**src/rtl/calw_pkg.sv**
```systemverilog
package calw_pkg;

  typedef enum logic [1:0] {
    CAL_NONE    = 2'b00,
    CAL_BASIC   = 2'b01,
    CAL_PRECISE = 2'b10
  } cal_state_e;

  localparam logic [1:0] REG_WDOG = 2'd0;
  localparam logic [1:0] REG_STAT = 2'd1;
  localparam logic [1:0] REG_FLAG = 2'd2;
  localparam logic [1:0] REG_ENAB = 2'd3;

  // Next calibration level from the qualified events of this cycle.
  function automatic cal_state_e cal_next(cal_state_e s, logic tmo, logic qz_ev,
                                          logic msg_ev);
    if (qz_ev)                         return CAL_PRECISE;
    if (msg_ev && s == CAL_NONE)       return CAL_BASIC;
    if (tmo && s == CAL_PRECISE)       return CAL_BASIC;
    if (tmo)                           return CAL_NONE;
    return s;
  endfunction

endpackage

```
**src/rtl/calw_fall_det.sv**
```systemverilog
module calw_fall_det (
  input  logic clk,
  input  logic rst_n,
  input  logic line_i,
  output logic fall_o
);
  logic line_q;

  always_ff @(posedge clk or negedge rst_n) begin
    if (!rst_n) line_q <= 1'b1;
    else        line_q <= line_i;
  end

  assign fall_o = line_q & ~line_i;
endmodule

```
**src/rtl/calw_counter.sv**
```systemverilog
module calw_counter #(
  parameter int CW = 16
) (
  input  logic          clk,
  input  logic          rst_n,
  input  logic          armed_i,
  input  logic          run_i,
  input  logic          restart_i,
  input  logic          tick_i,
  input  logic [CW-1:0] reload_i,
  output logic [CW-1:0] cnt_o,
  output logic          tmo_o
);
  logic [CW-1:0] cnt_q;

  // Next count: parked on reload while disarmed, frozen while paused.
  function automatic logic [CW-1:0] cnt_step(logic [CW-1:0] c, logic [CW-1:0] rl,
                                              logic arm, logic run, logic rld,
                                              logic tick);
    if (!arm)                 return rl;
    if (!run)                 return c;
    if (rld)                  return rl;
    if (tick && c != '0)      return c - 1'b1;
    return c;
  endfunction

  assign tmo_o = armed_i & run_i & ~restart_i & (cnt_q == '0);

  always_ff @(posedge clk or negedge rst_n) begin
    if (!rst_n) cnt_q <= '0;
    else        cnt_q <= cnt_step(cnt_q, reload_i, armed_i, run_i,
                                  restart_i | tmo_o, tick_i);
  end

  assign cnt_o = cnt_q;
endmodule

```
**src/rtl/calw_fsm.sv**
```systemverilog
module calw_fsm
  import calw_pkg::*;
(
  input  logic       clk,
  input  logic       rst_n,
  input  logic       run_i,
  input  logic       fall_i,
  input  logic       msg_i,
  input  logic       qz_i,
  input  logic       tmo_i,
  output cal_state_e state_o,
  output logic       armed_o,
  output logic       restart_o,
  output logic       changed_o
);
  cal_state_e state_q, state_nx;
  logic       armed_q;
  logic       qz_ev, msg_ev;

  assign qz_ev     = run_i & armed_q & qz_i;
  assign msg_ev    = run_i & armed_q & msg_i;
  assign restart_o = qz_ev | (msg_ev & (state_q != CAL_PRECISE));
  assign state_nx  = cal_next(state_q, tmo_i, qz_ev, msg_ev);
  assign changed_o = run_i & (state_nx != state_q);

  always_ff @(posedge clk or negedge rst_n) begin
    if (!rst_n) begin
      state_q <= CAL_NONE;
      armed_q <= 1'b0;
    end else if (run_i) begin
      state_q <= state_nx;
      if (tmo_i && state_nx == CAL_NONE) armed_q <= 1'b0;
      else if (state_nx != CAL_NONE)     armed_q <= 1'b1;
      else if (fall_i)                   armed_q <= 1'b1;
    end
  end

  assign state_o = state_q;
  assign armed_o = armed_q;
endmodule

```
**src/rtl/calib_watchdog.sv**
```systemverilog
module calib_watchdog
  import calw_pkg::*;
#(
  parameter int CW = 16,
  parameter int DW = 32,
  parameter int NF = 2
) (
  input  logic          clk,
  input  logic          rst_n,
  input  logic          rx_line,
  input  logic          msg_rx,
  input  logic          qz_rx,
  input  logic          eng_init,
  input  logic          tick_en,
  input  logic          reg_wen,
  input  logic [1:0]    reg_addr,
  input  logic [CW-1:0] reg_wdata,
  output logic [DW-1:0] reg_rdata,
  output logic          irq
);
  localparam int SW = 2;

  cal_state_e    state_q;
  logic          armed_q, restart_ev, tmo_ev, fall_ev, changed_ev, run;
  logic [CW-1:0] cnt_q, reload_q;
  logic [NF-1:0] flag_q, en_q, flag_set;
  logic          wr_reload, wr_flag, wr_en;

  assign run       = ~eng_init;
  assign wr_reload = reg_wen & (reg_addr == REG_WDOG);
  assign wr_flag   = reg_wen & (reg_addr == REG_FLAG);
  assign wr_en     = reg_wen & (reg_addr == REG_ENAB);

  calw_fall_det fall_i (
    .clk(clk), .rst_n(rst_n), .line_i(rx_line), .fall_o(fall_ev)
  );

  calw_fsm fsm_i (
    .clk(clk), .rst_n(rst_n), .run_i(run), .fall_i(fall_ev), .msg_i(msg_rx),
    .qz_i(qz_rx), .tmo_i(tmo_ev), .state_o(state_q), .armed_o(armed_q),
    .restart_o(restart_ev), .changed_o(changed_ev)
  );

  calw_counter #(.CW(CW)) cnt_i (
    .clk(clk), .rst_n(rst_n), .armed_i(armed_q), .run_i(run),
    .restart_i(restart_ev), .tick_i(tick_en), .reload_i(reload_q),
    .cnt_o(cnt_q), .tmo_o(tmo_ev)
  );

  always_ff @(posedge clk or negedge rst_n) begin
    if (!rst_n) begin
      reload_q <= '0;
      en_q     <= '0;
    end else begin
      if (wr_reload) reload_q <= reg_wdata;
      if (wr_en)     en_q     <= reg_wdata[NF-1:0];
    end
  end

  // Bit 0: timeout, bit 1: state change; further bits stay clear.
  always_comb begin
    flag_set    = '0;
    flag_set[0] = tmo_ev;
    flag_set[1] = changed_ev;
  end

  for (genvar g = 0; g < NF; g++) begin : g_flag
    always_ff @(posedge clk or negedge rst_n) begin
      if (!rst_n) flag_q[g] <= 1'b0;
      else        flag_q[g] <= flag_set[g] | (flag_q[g] & ~(wr_flag & reg_wdata[g]));
    end
  end

  assign irq = |(flag_q & en_q);

  always_comb begin
    reg_rdata = '0;
    unique case (reg_addr)
      REG_WDOG: reg_rdata[2*CW-1:0]   = {cnt_q, reload_q};
      REG_STAT: reg_rdata[DW-1 -: SW] = state_q;
      REG_FLAG: reg_rdata[NF-1:0]     = flag_q;
      default:  reg_rdata[NF-1:0]     = en_q;
    endcase
  end
endmodule

```
**config.mk**
```make
export PLATFORM = sky130hd
export DESIGN_NAME = calib_watchdog
export DESIGN_NICKNAME = d
export VERILOG_FILES = /design/src/rtl/calw_pkg.sv /design/src/rtl/calw_fall_det.sv /design/src/rtl/calw_counter.sv /design/src/rtl/calw_fsm.sv /design/src/rtl/calib_watchdog.sv
export SDC_FILE = /design/constraint.sdc
export NUM_CORES = 1
export LEC_CHECK = 0
export BUFFER_PORTS_ARGS = -buffer_cell sky130_fd_sc_hd__buf_2
export CAP_MARGIN = 0
export CELL_PAD_IN_SITES_DETAIL_PLACEMENT = 1
export CELL_PAD_IN_SITES_GLOBAL_PLACEMENT = 1
export CORE_ASPECT_RATIO = 1.25
export CORE_MARGIN = 2
export CORE_UTILIZATION = 25
export CTS_BUF_LIST = sky130_fd_sc_hd__clkbuf_16
export DETAILED_ROUTE_END_ITERATION = 16
export PLACE_DENSITY = 0.51
export SLEW_MARGIN = 10
export SYNTH_ARGS = -nofsm -noshare
export SYNTH_HDL_FRONTEND = slang
export SYNTH_SLANG_ARGS = --single-unit
```
**constraint.sdc**
```tcl
create_clock -name clk -period 4.85 [get_ports clk]
set_clock_uncertainty 0.05 [all_clocks]
set_input_delay 0.97 -clock clk [delete_from_list [all_inputs] [get_ports clk]]
set_output_delay 0.97 -clock clk [all_outputs]
set_load 0.02 [all_outputs]
```
==> out/results.txt <==
Core ar. - 10100 sq um
Final Cycle Share - 64.3%
Slew @ Worst Pin - 0.938 ns
max-slew violations - 0
Worst-Skew Late Latency - 0.29 ns
CTS tree - done
WL/cell - 18.7 um
fill count - 1189
number of synthesized flops with an enable pin - 0
Max-Cap Viols - 0
top post-synthesis cells by area - dfrtp_1 (38%), mux2_2 (7.4%), and2_1 (6.5%)
Commonest cells post-synth - dfrtp_1 (39), and2_1 (27), nand2_1 (24)
WP data required - 4.97 ns
Worst-path clk slew - 0.07 ns
status - finished, final reports clean
capture point of the worst reg-to-reg path - cnt_i.cnt_o[10]$_DFFE_PN0P_
R2R Setup Slk - 1.73 ns
Mapped Nets - 321
Synth Register Bits - 40
via count - 2464
GRT Total Usage - 16.5%
Root Buffer - clkbuf_16
min Tclk post-route - 3.12 ns
Initial DRT Pass Iterations - 4
Setup TNS - 0 ns
largest net degree at the start of global routing - 41
IO Pins - 59
row count - 41
f_max - 321 MHz
unrepaired setup endpoints after global routing - false
Via density - 5.25
number of clock sinks - 40
total CTS buffers - 5
most numerous cell in the Yosys netlist - dfrtp_1
Primary FF master, synth - dfrtp_1
WL final - 8760 um
sequential element share of the synthesized area - 38.8%
area of the mapped netlist - 2590 sq um
Startpoint Class - register
drt initial violations - 114
Worst R2R Start - cnt_i.cnt_o[6]$_DFFE_PN0P_
Hold Crit Class - register to register
port buffer count - 58
critical path class - register to register
Max H-tree Level - 2
fin cells - 469
post-CTS setup buffer count - 0
final hold violations - 0
Synth Area per Inst - 8.83 sq um
library cells used by synthesis - 57
Die Y - 118 um
Hold Buf Count CTS - 0
Max IR drop VDD - 0.174 mV
Critical Path Sink - cnt_i.cnt_o[10]$_DFFE_PN0P_
Pwr per Cell Area - 387 nW/um^2
initial core utilization - 25.6%
leak pwr - 1.35 nW
share of the synthesized area in the top cell type - 37.7%
vias in the first global route - 2606
worst rel slew slack - 37.5%
PostCTS Resize Cnt - 0
DIE AREA - 11200 sq um
area delta synth->final - 20.7%
initial antenna violation count - 0
first-pass GRT wire length - 14400 um
CTS Buffer Depth - 2
final setup vio count - 0
yosys warns - 0
final net count - 367
Yosys top cell by area - dfrtp_1
diode count - 0
crit path capture type - register
layout cells sized above 1 - 28.2%
R2R depth - 5
Arr. time, crit path - 3.24 ns
drt drc - 0
total gr overflow - 0
die width - 95.0 um
Detailed Place HPWL - 6490 um
remaining antenna violation count - 0
Synth async-reset ratio - 100%
crit path from - cnt_i.cnt_o[6]$_DFFE_PN0P_
placed cell count - 461
Synth Instances - 293
GPL Wtd Cong - 0.798
Worst Path Max Fanout - 17
[state kept, by name, summed over array words and instances (netlist names)]
name / cells
cnt_i.cnt_o: 16
fsm_i.armed_o: 1
fsm_i.state_o: 2
en_q: 2
reload_q: 16
flag_q: 2
fall_i.line_q: 1
[cell families after synthesis]
kind of cell	after synthesis	share of synthesized area (%)
AOI/OAI and AO/OA	71	19.2
and+or+nand+nor	127	26.4
adders and majority gates	2	0.967
muxes	21	8.95
buffers and inverters	27	4.02
xor gates and xnor gates	5	1.69
DFF	40	38.8
[layout make-up]
type	instances	area (sq um)	area share (%)
Clock buffer	5	125	4.01
Clock inverter	3	23.8	0.762
Inverter	6	22.5	0.722
Multi-Input combinational cell	226	1480	47.4
Sequential cell	40	1000	32.1
Tap cell	129	161	5.17
Timing Repair Buffer	60	305	9.78
[where the power goes]
part           internal [mW]  switching (mW)
Sequential             0.405           0.111
Clock                  0.192           0.149
Combinational          0.157           0.194
[per-layer routing]
metal / up-vias / track usage [%] / wire length [um]
li1: 1162 / - / -
met5: - / 0 / 0
met1: 1255 / 23.1 / 4070
met3: 9 / 1.79 / 183
met4: 0 / 4.89 / 143
met2: 38 / 26.7 / 4360
[cells in the final DEF (no fill, tap or decap), types with 6 or more instances in the layout]
cell and n:
nor4_1 9, nor3_1 11, a21oi_1 12, nand2_1 24, o21ai_0 16, mux2_2 17
dfrtp_1 39, and2_1 27, inv_1 6, nand3_1 10, or3_1 6, nor2_1 20
buf_2 58
[metrics by stage]
stage | setup slack (ns) | instance area (sq um) | total power [mW] | util, % | hold WS [ns]
floorplan | 1.97 | 2590 | 0.734 | - | 0.418
global placement | 1.72 | 2970 | 0.872 | 29.4 | 0.466
detailed placement | 1.67 | 2970 | 0.877 | 29.4 | 0.463
CTS | 1.67 | 3120 | 1.23 | 30.9 | 0.482
global route | 1.49 | 3120 | 1.29 | 30.9 | 0.500
finish | 1.73 | 3120 | 1.21 | 30.9 | 0.467
[worst min path at each step]
stage	from	to	slack (ns)	cells past startpoint
finish	reload_q[13]$_DFFE_PN0P_	cnt_i.cnt_o[13]$_DFFE_PN0P_	0.47	1
CTS	reload_q[13]$_DFFE_PN0P_	cnt_i.cnt_o[13]$_DFFE_PN0P_	0.48	1
floorplan	flag_q[1]$_DFF_PN0_	flag_q[1]$_DFF_PN0_	0.42	2
global route	reload_q[13]$_DFFE_PN0P_	cnt_i.cnt_o[13]$_DFFE_PN0P_	0.50	1
detailed placement	flag_q[0]$_DFF_PN0_	flag_q[0]$_DFF_PN0_	0.46	2
global placement	reload_q[13]$_DFFE_PN0P_	cnt_i.cnt_o[13]$_DFFE_PN0P_	0.47	1
[critical path, stage by stage (launching register included)]
cell,delay [ns]
dfrtp_1,0.50
nor4_1,0.56
nand4_1,0.74
nand2_1,0.62
nand2_1,0.19
a221o_1,0.33
Note: power is estimated with default switching activity, not from simulation.
